## config.mk

```make
export PLATFORM = sky130hd
export DESIGN_NAME = frac_clk_div
export DESIGN_NICKNAME = d
export VERILOG_FILES = /design/src/rtl/fcd_pkg.sv /design/src/rtl/fcd_rst_sync.sv /design/src/rtl/fcd_phase.sv /design/src/rtl/fcd_post.sv /design/src/rtl/frac_clk_div.sv
export SDC_FILE = /design/constraint.sdc
export NUM_CORES = 1
export LEC_CHECK = 0
export ABC_AREA = 1
export BUFFER_PORTS_ARGS = -buffer_cell sky130_fd_sc_hd__buf_2
export CAP_MARGIN = 20
export CORE_MARGIN = 2
export CORE_UTILIZATION = 39
export CTS_BUF_LIST = sky130_fd_sc_hd__clkbuf_8
export CTS_CLUSTER_SIZE = 30
export DETAILED_ROUTE_END_ITERATION = 10
export GPL_TIMING_DRIVEN = 0
export PLACE_DENSITY = 0.57
export SYNTH_ARGS = -nofsm -noshare
export SYNTH_HDL_FRONTEND = slang
export SYNTH_SLANG_ARGS = --single-unit
export TNS_END_PERCENT = 1
```

## constraint.sdc

```tcl
create_clock -name clk_src -period 1.8 [get_ports clk_src]
set_input_delay 0.36 -clock clk_src [delete_from_list [all_inputs] [get_ports clk_src]]
set_output_delay 0.36 -clock clk_src [all_outputs]
set_load 0.005 [all_outputs]
```

## src/rtl/fcd_pkg.sv

```systemverilog
package fcd_pkg;

  typedef enum logic [1:0] {
    POST_BY1  = 2'b00,
    POST_BY2  = 2'b01,
    POST_BY4  = 2'b10,
    POST_BY4B = 2'b11
  } post_sel_e;

  // number of toggle stages that follow the internal half-period clock
  function automatic int unsigned post_stages(input logic [1:0] sel);
    case (post_sel_e'(sel))
      POST_BY1: return 0;
      POST_BY2: return 1;
      default:  return 2;
    endcase
  endfunction

endpackage

```

## src/rtl/fcd_rst_sync.sv

```systemverilog
module fcd_rst_sync #(
  parameter int STAGES = 2
) (
  input  logic clk,
  input  logic rst_n_in,
  output logic rst_n_out
);

  logic [STAGES-1:0] sync_q;

  always_ff @(posedge clk or negedge rst_n_in) begin
    if (!rst_n_in) sync_q <= '0;
    else           sync_q <= {sync_q[STAGES-2:0], 1'b1};
  end

  assign rst_n_out = sync_q[STAGES-1];

endmodule

```

## src/rtl/fcd_phase.sv

```systemverilog
module fcd_phase #(
  parameter int INT_W   = 4,
  parameter int FRAC_W  = 24,
  parameter int INT_MIN = 5
) (
  input  logic              clk,
  input  logic              rst_n,
  input  logic              run,
  input  logic [INT_W-1:0]  int_val,
  input  logic [FRAC_W-1:0] frac_val,
  output logic              tog
);

  localparam int LEN_W = INT_W + 1;
  localparam logic [INT_W-1:0] MIN_V   = INT_W'(INT_MIN);
  localparam logic [LEN_W-1:0] LEN_ONE = LEN_W'(1);

  logic [LEN_W-1:0]  cnt_q, cnt_d;
  logic [LEN_W-1:0]  len_q, len_d;
  logic [FRAC_W-1:0] acc_q, acc_d;
  logic [LEN_W-1:0]  int_eff;
  logic [FRAC_W:0]   acc_sum;
  logic              last_cyc;

  always_comb begin
    int_eff  = (int_val < MIN_V) ? {1'b0, MIN_V} : {1'b0, int_val};
    acc_sum  = {1'b0, acc_q} + {1'b0, frac_val};
    last_cyc = (cnt_q == (len_q - LEN_ONE));
    tog      = run & last_cyc;
  end

  always_comb begin
    cnt_d = cnt_q;
    len_d = len_q;
    acc_d = acc_q;
    if (!run) begin
      cnt_d = '0;
      acc_d = '0;
      len_d = int_eff;
    end else if (last_cyc) begin
      cnt_d = '0;
      acc_d = acc_sum[FRAC_W-1:0];
      len_d = int_eff + {{(LEN_W-1){1'b0}}, acc_sum[FRAC_W]};
    end else begin
      cnt_d = cnt_q + LEN_ONE;
    end
  end

  always_ff @(posedge clk or negedge rst_n) begin
    if (!rst_n) begin
      cnt_q <= '0;
      len_q <= LEN_W'(INT_MIN);
      acc_q <= '0;
    end else begin
      cnt_q <= cnt_d;
      len_q <= len_d;
      acc_q <= acc_d;
    end
  end

endmodule

```

## src/rtl/fcd_post.sv

```systemverilog
module fcd_post
  import fcd_pkg::*;
#(
  parameter int POST_STAGES = 2
) (
  input  logic       clk,
  input  logic       rst_n,
  input  logic       run,
  input  logic       tog,
  input  logic [1:0] post_sel,
  output logic       clk_out,
  output logic [1:0] post_q_o
);

  localparam int N = POST_STAGES;

  logic [N:0]   stg_q, stg_d;
  logic [N-1:0] rise;
  logic [1:0]   post_q, post_d;
  logic         out_q, out_d;
  logic         cap;

  // a rising edge of stage i-1 toggles stage i
  assign rise[0] = tog & ~stg_q[0];
  generate
    for (genvar gi = 1; gi < N; gi++) begin : g_rise
      assign rise[gi] = rise[gi-1] & ~stg_q[gi];
    end
  endgenerate

  always_comb begin
    int unsigned need;
    stg_d[0] = stg_q[0] ^ tog;
    for (int i = 1; i <= N; i++) stg_d[i] = stg_q[i] ^ rise[i-1];
    if (!run) stg_d = '0;

    // every stage falls to zero at this boundary
    cap    = tog & stg_q[0] & ~(|stg_q[N:1]);
    post_d = (!run || cap) ? post_sel : post_q;

    need = post_stages(post_d);
    if (need > N) need = N;
    out_d = 1'b0;
    for (int i = 0; i <= N; i++) begin
      if (i == int'(need)) out_d = stg_d[i];
    end
  end

  always_ff @(posedge clk or negedge rst_n) begin
    if (!rst_n) begin
      stg_q  <= '0;
      post_q <= 2'b00;
      out_q  <= 1'b0;
    end else begin
      stg_q  <= stg_d;
      post_q <= post_d;
      out_q  <= out_d;
    end
  end

  assign clk_out  = out_q;
  assign post_q_o = post_q;

endmodule

```

## src/rtl/frac_clk_div.sv

```systemverilog
module frac_clk_div #(
  parameter int INT_W       = 4,
  parameter int FRAC_W      = 24,
  parameter int INT_MIN     = 5,
  parameter int POST_STAGES = 2,
  parameter int RST_STAGES  = 2
) (
  input  logic              clk_src,
  input  logic              rst_n,
  input  logic [INT_W-1:0]  int_val,
  input  logic [FRAC_W-1:0] frac_val,
  input  logic [1:0]        post_sel,
  input  logic              enable,
  output logic              clk_out
);

  logic       rst_s_n;
  logic       tog;
  logic [1:0] post_q;

  fcd_rst_sync #(.STAGES(RST_STAGES)) u_rst (
    .clk       (clk_src),
    .rst_n_in  (rst_n),
    .rst_n_out (rst_s_n)
  );

  fcd_phase #(.INT_W(INT_W), .FRAC_W(FRAC_W), .INT_MIN(INT_MIN)) u_phase (
    .clk      (clk_src),
    .rst_n    (rst_s_n),
    .run      (enable),
    .int_val  (int_val),
    .frac_val (frac_val),
    .tog      (tog)
  );

  fcd_post #(.POST_STAGES(POST_STAGES)) u_post (
    .clk      (clk_src),
    .rst_n    (rst_s_n),
    .run      (enable),
    .tog      (tog),
    .post_sel (post_sel),
    .clk_out  (clk_out),
    .post_q_o (post_q)
  );

endmodule

```

-- After elaboration in Yosys (flattened, before gate mapping)
Cells that the tools add are included.
- multiplexer cells: 14
- eq/ne operators: 5
- $add $sub $neg: 4
- reduce and logical (&&, ||, !) cells: 5
- $lt $le $gt $ge: 2
- bitwise operators: 11
- operator list (cell ; count):
    $mux 24 ; 2
    $logic_not 32->1 ; 1
    $add 24x24->25 ; 1
    $mux 5 ; 4
    $add 5x1->5 ; 1
    $add 5x1->5 const B ; 1
    $and 1x1->1 ; 5
    $eq 5x5->1 ; 1
    $sub 5x1->5 const B ; 1
    $lt 4x3->1 const B ; 1
    $mux 2 ; 2
    $mux 4 ; 1
    $pmux 2 s2 ; 1
    $mux 1 ; 3
    $mux 3 ; 1
    $not 1->1 ; 3
    $xor 1x1->1 ; 3
    $eq 1x2->1 const A ; 1
    $eq 2x1->1 const B ; 1
    $eq 2x2->1 const A ; 1
    $gt 2x2->1 const B ; 1
    $logic_not 2->1 ; 1
    $ne 2x1->1 const B ; 1
    $reduce_or 2->1 ; 1
    other kinds (2) ; 2
- logic and storage cells: 48
- output and inout port bits: 1
- input port bits: 33
- flip-flop bits (word level): 42

-- Logic depth before layout (Yosys ltp)
Gate-level depths: netlist of the first run.
- word-level depth: 15
- depth in mapped cells: 17
- gate-level depth less buffers: 16

-- Hierarchy
A second synthesis of the first run with hierarchy kept.
- cell total of the unflattened synthesis: 583
- area total of the unflattened synthesis: 3718.6 µm²
- by module, submodules not included (module ; area each (µm²) ; cells an instance ; instances ; sequential area each (µm²)):
    fcd_phase ; 3343.2 ; 543 ; 1 ; 853.3
    fcd_post ; 321.6 ; 37 ; 1 ; 150.1
    fcd_rst_sync ; 53.8 ; 3 ; 1 ; 50.0

-- Least setup slack after synthesis of the first run
Ideal clock, no wire load.
- path kind: in2reg
- start point: in frac_val[0]
- end point: reg u_phase.len_q[2]
- slack: -0.602 ns
- data required time: 1.721 ns
- stages: 13
- buffers on the path: 0
- setup time: 0.079 ns
- data arrival time: 2.323 ns
- cells stage by stage: ha_1 inv_1 fa_1 o21ai_0 nand3b_1 nand3_1 nand2_1 o211ai_1 ha_1 ha_1 nand2_1 xnor2_1 o21ai_0
- word-level cells in the longest chain between the ends: 4
- ends and longest elaborated chain (what ; RTL line ; RTL):
    from (decl) ; frac_clk_div.sv:11 ; input logic [FRAC_W-1:0] frac_val,
    $add 24x24->25 ; fcd_phase.sv:27 ; acc_sum = {1'b0, acc_q} + {1'b0, frac_val};
    $add 5x1->5 ; fcd_phase.sv:43 ; len_d = int_eff + {{(LEN_W-1){1'b0}}, acc_sum[FRAC_W]};
    $mux 5 ; fcd_phase.sv:40 ; end else if (last_cyc) begin
    $mux 5 ; fcd_phase.sv:36 ; if (!run) begin
    to (signal assigned) ; fcd_phase.sv:52 ; len_q <= LEN_W'(INT_MIN);
    to (signal assigned) ; fcd_phase.sv:56 ; len_q <= len_d;
    to (decl) ; fcd_phase.sv:19 ; logic [LEN_W-1:0] len_q, len_d;
No other way between the ends. The select of a mux whose other input is x is not followed.
A chain may end at the register's enable or synchronous reset.

-- Final worst setup path of the first run
- start point: reg u_phase.acc_q[0]
- end point: reg u_phase.len_q[3]
- word-level cells in the longest chain between the ends: 4
- ends and longest elaborated chain (what ; RTL line ; RTL):
    from (decl) ; fcd_phase.sv:20 ; logic [FRAC_W-1:0] acc_q, acc_d;
    from (signal assigned) ; fcd_phase.sv:53 ; acc_q <= '0;
    from (signal assigned) ; fcd_phase.sv:57 ; acc_q <= acc_d;
    $add 24x24->25 ; fcd_phase.sv:27 ;
    $add 5x1->5 ; fcd_phase.sv:43 ;
    $mux 5 ; fcd_phase.sv:40 ;
    $mux 5 ; fcd_phase.sv:36 ;
No other way between the ends. The select of a mux whose other input is x is not followed.

==> results.sh, run 1 <==
export IMPL_synth_area_sq_um=3610
export IMPL_port_buffers=32
export IMPL_areaGrowthSynthToFinish_pct=26.3
export IMPL_drive_gt1_frac=0.213
export IMPL_synth_nets=632
export IMPL_clock_skew_ns=0.00865
export IMPL_hpwl_um=7210
export IMPL_yosysSeqAreaShare=0.291
export IMPL_seqPwrFrac=0.309
export IMPL_ant_nets=0
export IMPL_synthArstFlopShare=1.00
export IMPL_wl_um=9330
export IMPL_fp_row_count=35
export IMPL_crit_type="reg2reg"
export IMPL_die_h_um=100
export IMPL_synth_edf_count=0
export IMPL_power_share_clock=0.154
export IMPL_hold_path_class="reg2async"
export IMPL_antenna_found_initial=0
export IMPL_die_x_um=100
export IMPL_vias=3498
export IMPL_drc=0
export IMPL_start_util=0.397
export IMPL_layout_commonest_cell="nand2_1"
export IMPL_intPower_w=0.00243
export IMPL_instances_no_fill=735
export IMPL_io_pins=34
export IMPL_worstSetupEndpointType="flop"
export IMPL_clock_latency_ns=0.31
export IMPL_synth_cell_types=30
export IMPL_num_antenna_cells=0
export IMPL_required_ns=2.00
export IMPL_ys_warn_count=0
export IMPL_synth_flop_cell="dfrtp_1"
export IMPL_dp_cells=711
export IMPL_grt_pass1_wl_um=15700
export IMPL_powerDensity_nw_per_um2=945
export IMPL_cts_buffers=5
export IMPL_setup_viol=34
export IMPL_hold_ws_ns=0.194
export IMPL_track_usage=0.196
export IMPL_synth_seq_cells=42
export IMPL_worst_slack_ns=-0.557
export IMPL_drv_cap=0
export IMPL_cts_tree="built"
export IMPL_rsz0062_at_grt="true"
export IMPL_dr_pass1_iters=4
export IMPL_leakagePower_nw=2.49
export IMPL_place_congestion=0.856
export IMPL_peakVddDrop_uv=377
export IMPL_initialDrtViolationCount=106
export IMPL_swShare=0.437
export IMPL_cts_sinks=42
export IMPL_core_sq_um=9110
export IMPL_synth_cells=567
export IMPL_slew_viol_final=0
export IMPL_cp_max_fo=2
export IMPL_p_comb_frac=0.537
export IMPL_power_switching_w=0.00189
export IMPL_grt_pass1_vias=3415
export IMPL_syn_area_per_cell_sq_um=6.38
export IMPL_die_area_sq_um=10100
export IMPL_cts_buffer_depth=2
export IMPL_period_minus_slack_ns=2.36
export IMPL_cp_arrival_ns=2.56
export IMPL_status="complete, but fails checks"
export IMPL_hold_viol=0
export IMPL_wl_per_cell_um=12.7
export IMPL_startpoint_type="flop"
export IMPL_final_util=0.501
export IMPL_path_clk_slew_ns=0.10
export IMPL_grt_overflow_total=0
export IMPL_fin_crit_sh=1.31
export IMPL_final_nets=688
export IMPL_grt_max_degree=27
export IMPL_root_buffer="clkbuf_8"
export IMPL_via_per_inst=4.76
export IMPL_htreeDepth=2
export IMPL_max_freq_ghz=0.424
export IMPL_violations="negative setup slack"
export IMPL_mostFrequentLayoutCells="225 x nand2_1, 90 x inv_1, 39 x dfrtp_1"
[final timing paths]
path                                   from            endpoint  slack (ns)  cells past startpoint
min in group clk_src            post_sel[0]  u_post.post_q_o[0]        0.29                      3
max                        u_phase.acc_q[0]    u_phase.len_q[3]       -0.56                     13
min                         u_rst.sync_q[1]   u_phase.acc_q[19]        0.19                      0
max reg2reg                u_phase.acc_q[0]    u_phase.len_q[3]       -0.56                     13
max in group asynchronous   u_rst.sync_q[1]    u_phase.len_q[0]        1.07                      1
min reg2reg                 u_rst.sync_q[1]   u_phase.acc_q[19]        0.19                      0
[layer usage]
metal | part of all wire | global-route usage | vias to the layer above
met4 | 0.0068 | 0.0348 | 0
met1 | 0.48 | 0.267 | 1599
met2 | 0.48 | 0.337 | 46
li1 | - | - | 1849
met5 | 0 | 0 | -
met3 | 0.032 | 0.0251 | 4
[worst max-delay path, cell delays in order (launching register included)]
cell and delay (ns):
dfrtp_1 0.39, ha_4 0.15, inv_2 0.03, fa_2 0.36, o21ai_4 0.20, nand3b_1 0.17
nand3_2 0.13, nand2_1 0.06, o211ai_1 0.11, ha_2 0.25, nand4_1 0.11, xor2_1 0.17
nand2_1 0.06, o21ai_0 0.07
[power by group through the flow]
| stage | Combinational (W) | Clock, W | Sequential [W] |
|---|---|---|---|
| after floorplan | 0.00148 | 0 | 0.00129 |
| after CTS | 0.00215 | 0.000708 | 0.00131 |
| final | 0.00232 | 0.000666 | 0.00133 |
| after global placement | 0.00185 | 0 | 0.00132 |
| after detailed placement | 0.00190 | 0 | 0.00132 |
| after global routing | 0.00264 | 0.000740 | 0.00136 |
[logic make-up (layout without fill, tap and decap cells)]
logic type,count (synthesis),after routing,synth area share
adders and majority gates,32,32,0.113
buffers and inverters,101,158,0.113
xor gates and xnor gates,18,18,0.0436
and+or+nand+nor,352,352,0.408
AOI/OAI and AO/OA,21,21,0.0305
DFF,42,42,0.291
other,1,1,0.00104
[what timing repair did]
item,in CTS,in global routing
hold buffers,1,0
gates cloned,0,0
endpoints found under the hold margin,2,0
setup buffers,11,4
pin swaps,21,14
setup endpoints to repair,34,34
gates resized for setup,44,22
[registers in the layout (all words and copies together) (netlist names)]
register         flops
u_phase.acc_q       24
u_post.clk_out       1
u_post.post_q_o      2
u_phase.len_q        5
u_rst.sync_q         2
u_post.stg_q         3
u_phase.cnt_q        5
[per-stage QoR]
step	power (W)	setup slack, ns	setup TNS (ns)	area, sq um
floorplan	0.00277	-0.546	-6.43	3650
CTS	0.00416	-0.605	-7.76	4360
detailed placement	0.00322	-1.14	-16.29	3970
global route	0.00474	-0.688	-16.34	4570
finish	0.00432	-0.557	-10.26	4570
global placement	0.00318	-1.07	-18.38	3950
[Yosys cell counts, types with 3 or more instances]
library cell	n	area, sq um
ha_1	31	388
nand4_1	8	50.1
nand2_1	235	882
nand3b_1	7	52.6
a21oi_1	12	60.1
xor2_1	12	105
nand2_2	8	50.1
dfrtp_1	40	1000
xnor2_1	6	52.6
nor3_1	3	15.0
inv_1	93	349
nor2_1	43	161
nand3_1	41	205
o21ai_0	6	30.0
[cell type report]
cell class	instances	area, sq um
inverter	95	357
multi-input combinational	424	2530
fill	954	4540
sequential	42	1050
clock buffer	5	68.8
buffer	6	78.8
clock inverter	3	23.8
tap	111	139
timing repair buffer	49	310
Note: power is estimated with default switching activity, not from simulation.
==> run 2, diff against run 1 <==
--- a/config.mk
+++ b/config.mk
@@ -15,6 +15,7 @@
 export DETAILED_ROUTE_END_ITERATION = 10
 export GPL_TIMING_DRIVEN = 0
 export PLACE_DENSITY = 0.57
+export RECOVER_POWER = 25
 export SYNTH_ARGS = -nofsm -noshare
 export SYNTH_HDL_FRONTEND = slang
 export SYNTH_SLANG_ARGS = --single-unit
==> constraint.sdc (replaced) <==
create_clock -name clk_src -period 2.5 [get_ports clk_src]
set_input_delay 0.5 -clock clk_src [delete_from_list [all_inputs] [get_ports clk_src]]
set_output_delay 0.5 -clock clk_src [all_outputs]
set_load 0.005 [all_outputs]
==> run 2 against run 1 <==
Net effect:
- the run now ends clean
- non-clock buffer count decreased by 6
- global-route usage shrank 0.48 points
- clock skew about the same
- maximum frequency fell by 2.2%
- critical path depth is the same
- register-to-register slack better by 0.65 ns
- final cell count decreased by 0.82%
- clock power shrank 28%
- sequential share of layout area increased by 1.6 points
- critical path type unchanged
- critical endpoint unchanged
- largest cell class unchanged
- highest routed layer unchanged
==> results.sh, run 2 (synthesis results as in run 1) <==
export IMPL_dr_pass1_iters=4
export IMPL_io_pins=34
export IMPL_die_h_um=100
export IMPL_rsz0062_at_grt="true"
export IMPL_path_clk_slew_ns=0.10
export IMPL_grt_overflow_total=0
export IMPL_drc=0
export IMPL_core_sq_um=9110
export IMPL_leakagePower_nw=2.45
export IMPL_grt_max_degree=28
export IMPL_fp_row_count=35
export IMPL_slew_headroom=0.166
export IMPL_htreeDepth=2
export IMPL_hpwl_um=7110
export IMPL_num_antenna_cells=0
export IMPL_via_per_inst=4.72
export IMPL_track_usage=0.191
export IMPL_met3_usage=0.0244
export IMPL_areaGrowthSynthToFinish_pct=18.0
export IMPL_ant_nets=0
export IMPL_cp_arrival_ns=2.61
export IMPL_cts_buffers=5
export IMPL_hold_viol=0
export IMPL_hold_ws_ns=0.262
export IMPL_worstSetupEndpointType="flop"
export IMPL_vias=3438
export IMPL_cp_max_fo=3
export IMPL_top_regs="u_phase.acc_q x24, u_phase.cnt_q x5, u_phase.len_q x5"
export IMPL_tightest_slew_ns=1.25
export IMPL_powerDensity_nw_per_um2=686
export IMPL_cts_tree="built"
export IMPL_instances_no_fill=729
export IMPL_grt_pass1_wl_um=15600
export IMPL_layout_commonest_cell="nand2_1"
export IMPL_grt_busiest_layer="met2"
export IMPL_largest_register_ffs=24
export IMPL_required_ns=2.70
export IMPL_startpoint_type="flop"
export IMPL_drv_cap=0
export IMPL_wl_um=8910
export IMPL_gr_usage_met1=0.267
export IMPL_wl_per_cell_um=12.2
export IMPL_place_congestion=0.879
export IMPL_finalPower_w=0.00293
export IMPL_final_nets=682
export IMPL_root_buffer="clkbuf_8"
export IMPL_start_util=0.397
export IMPL_clock_skew_ns=0.00883
export IMPL_hold_path_class="reg2async"
export IMPL_setup_viol=0
export IMPL_port_buffers=32
export IMPL_cts_sinks=42
export IMPL_max_freq_ghz=0.415
export IMPL_largest_register="u_phase.acc_q"
export IMPL_fin_crit_sh=0.964
export IMPL_period_minus_slack_ns=2.41
export IMPL_drive_gt1_frac=0.159
export IMPL_peakVddDrop_uv=241
export IMPL_dp_cells=711
export IMPL_slew_viol_final=0
export IMPL_mostFrequentLayoutCells="232 x nand2_1, 92 x inv_1, 40 x nor2_1, 40 x nand3_1, 40 x dfrtp_1"
export IMPL_crit_type="reg2reg"
export IMPL_die_x_um=100
export IMPL_die_area_sq_um=10100
export IMPL_status="finished, final reports clean"
export IMPL_clock_latency_ns=0.30
export IMPL_grt_pass1_vias=3409
export IMPL_use_met2=0.318
export IMPL_cts_buffer_depth=2
export IMPL_antenna_found_initial=0
export IMPL_initialDrtViolationCount=150
run 2: changes by cell type in the layout (fill, tap and decap cells not counted), moves of 2 or more:
| cell | before | now |
|---|---|---|
| buf_12 | 3 | 0 |
| buf_4 | 15 | 10 |
| ha_1 | 8 | 18 |
| ha_2 | 1 | 5 |
| ha_4 | 22 | 8 |
| inv_1 | 90 | 92 |
| inv_2 | 5 | 3 |
| nand2_1 | 225 | 232 |
| nand2_2 | 18 | 11 |
| nand3_1 | 35 | 40 |
| nand3_2 | 6 | 1 |
| nor2_1 | 38 | 40 |
| nor2_4 | 4 | 2 |
run 2: through the flow:
| step | TNS (ns) | utilization | worst slack (ns) | cell area, sq um |
|---|---|---|---|---|
| detailed placement | -2.35 | 0.432 | -0.532 | 3940 |
| global placement | -2.19 | 0.430 | -0.511 | 3910 |
| floorplan | 0 | - | 0.0532 | 3610 |
| CTS | -0.0113 | 0.450 | -0.0113 | 4100 |
| finish | 0 | 0.468 | 0.0897 | 4270 |
| global route | -0.153 | 0.468 | -0.0543 | 4270 |
run 2: path summary, 6_finish.rpt:
kind / start / to / slack (ns) / cells after the start
worst max-delay path: u_phase.acc_q[0] / u_phase.len_q[3] / 0.09 / 13
worst min-delay path: u_rst.sync_q[1] / u_phase.acc_q[19] / 0.26 / 0
worst max register to register: u_phase.acc_q[0] / u_phase.len_q[3] / 0.09 / 13
worst min register to register: u_rst.sync_q[1] / u_phase.acc_q[19] / 0.26 / 0
max in group asynchronous: u_rst.sync_q[1] / u_phase.acc_q[14] / 0.56 / 1
min in group clk_src: u_rst.sync_q[0] / u_rst.sync_q[1] / 0.37 / 0
run 2: timing repair:
action                                  4_1_cts  5_1_grt
hold endpoints to repair                      2        0
gates resized for setup                       8       27
pin swaps                                     3       15
buffers inserted                              5        4
hold buffers                                  1        0
endpoints found under the setup margin        9        6
run 2: layer usage:
metal / part of all wire / vias to the layer above / wire length (um)
met5: 0 / - / 0
met4: 0.0085 / 0 / 76
met2: 0.47 / 43 / 4180
met3: 0.032 / 6 / 287
li1: - / 1838 / -
met1: 0.49 / 1551 / 4360
run 2: where the power goes:
part / total (W) / switching (W) / leakage (nW) / internal, W
clock: 0.000477 / 0.000276 / 0.0408 / 0.000200
combinational: 0.00151 / 0.000896 / 1.85 / 0.000612
sequential: 0.000942 / 0.000117 / 0.561 / 0.000825
run 2: worst max-delay path: stages, from the launching register on:
cell	delay (ns)
dfrtp_1	0.41
ha_4	0.17
inv_2	0.04
fa_2	0.41
o21ai_4	0.20
nand3b_1	0.17
nand3_2	0.11
nand2_1	0.05
o211ai_1	0.10
ha_2	0.26
nand4_1	0.11
xor2_1	0.18
nand2_1	0.06
o21ai_1	0.05
run 2: cell type report:
cell class / instances / area (sq um)
buffer: 6 / 55.1
clock buffer: 5 / 68.8
clock inverter: 3 / 23.8
fill: 957 / 4840
inverter: 95 / 357
multi-input combinational: 424 / 2320
sequential: 42 / 1050
tap: 111 / 139
timing repair buffer: 43 / 249
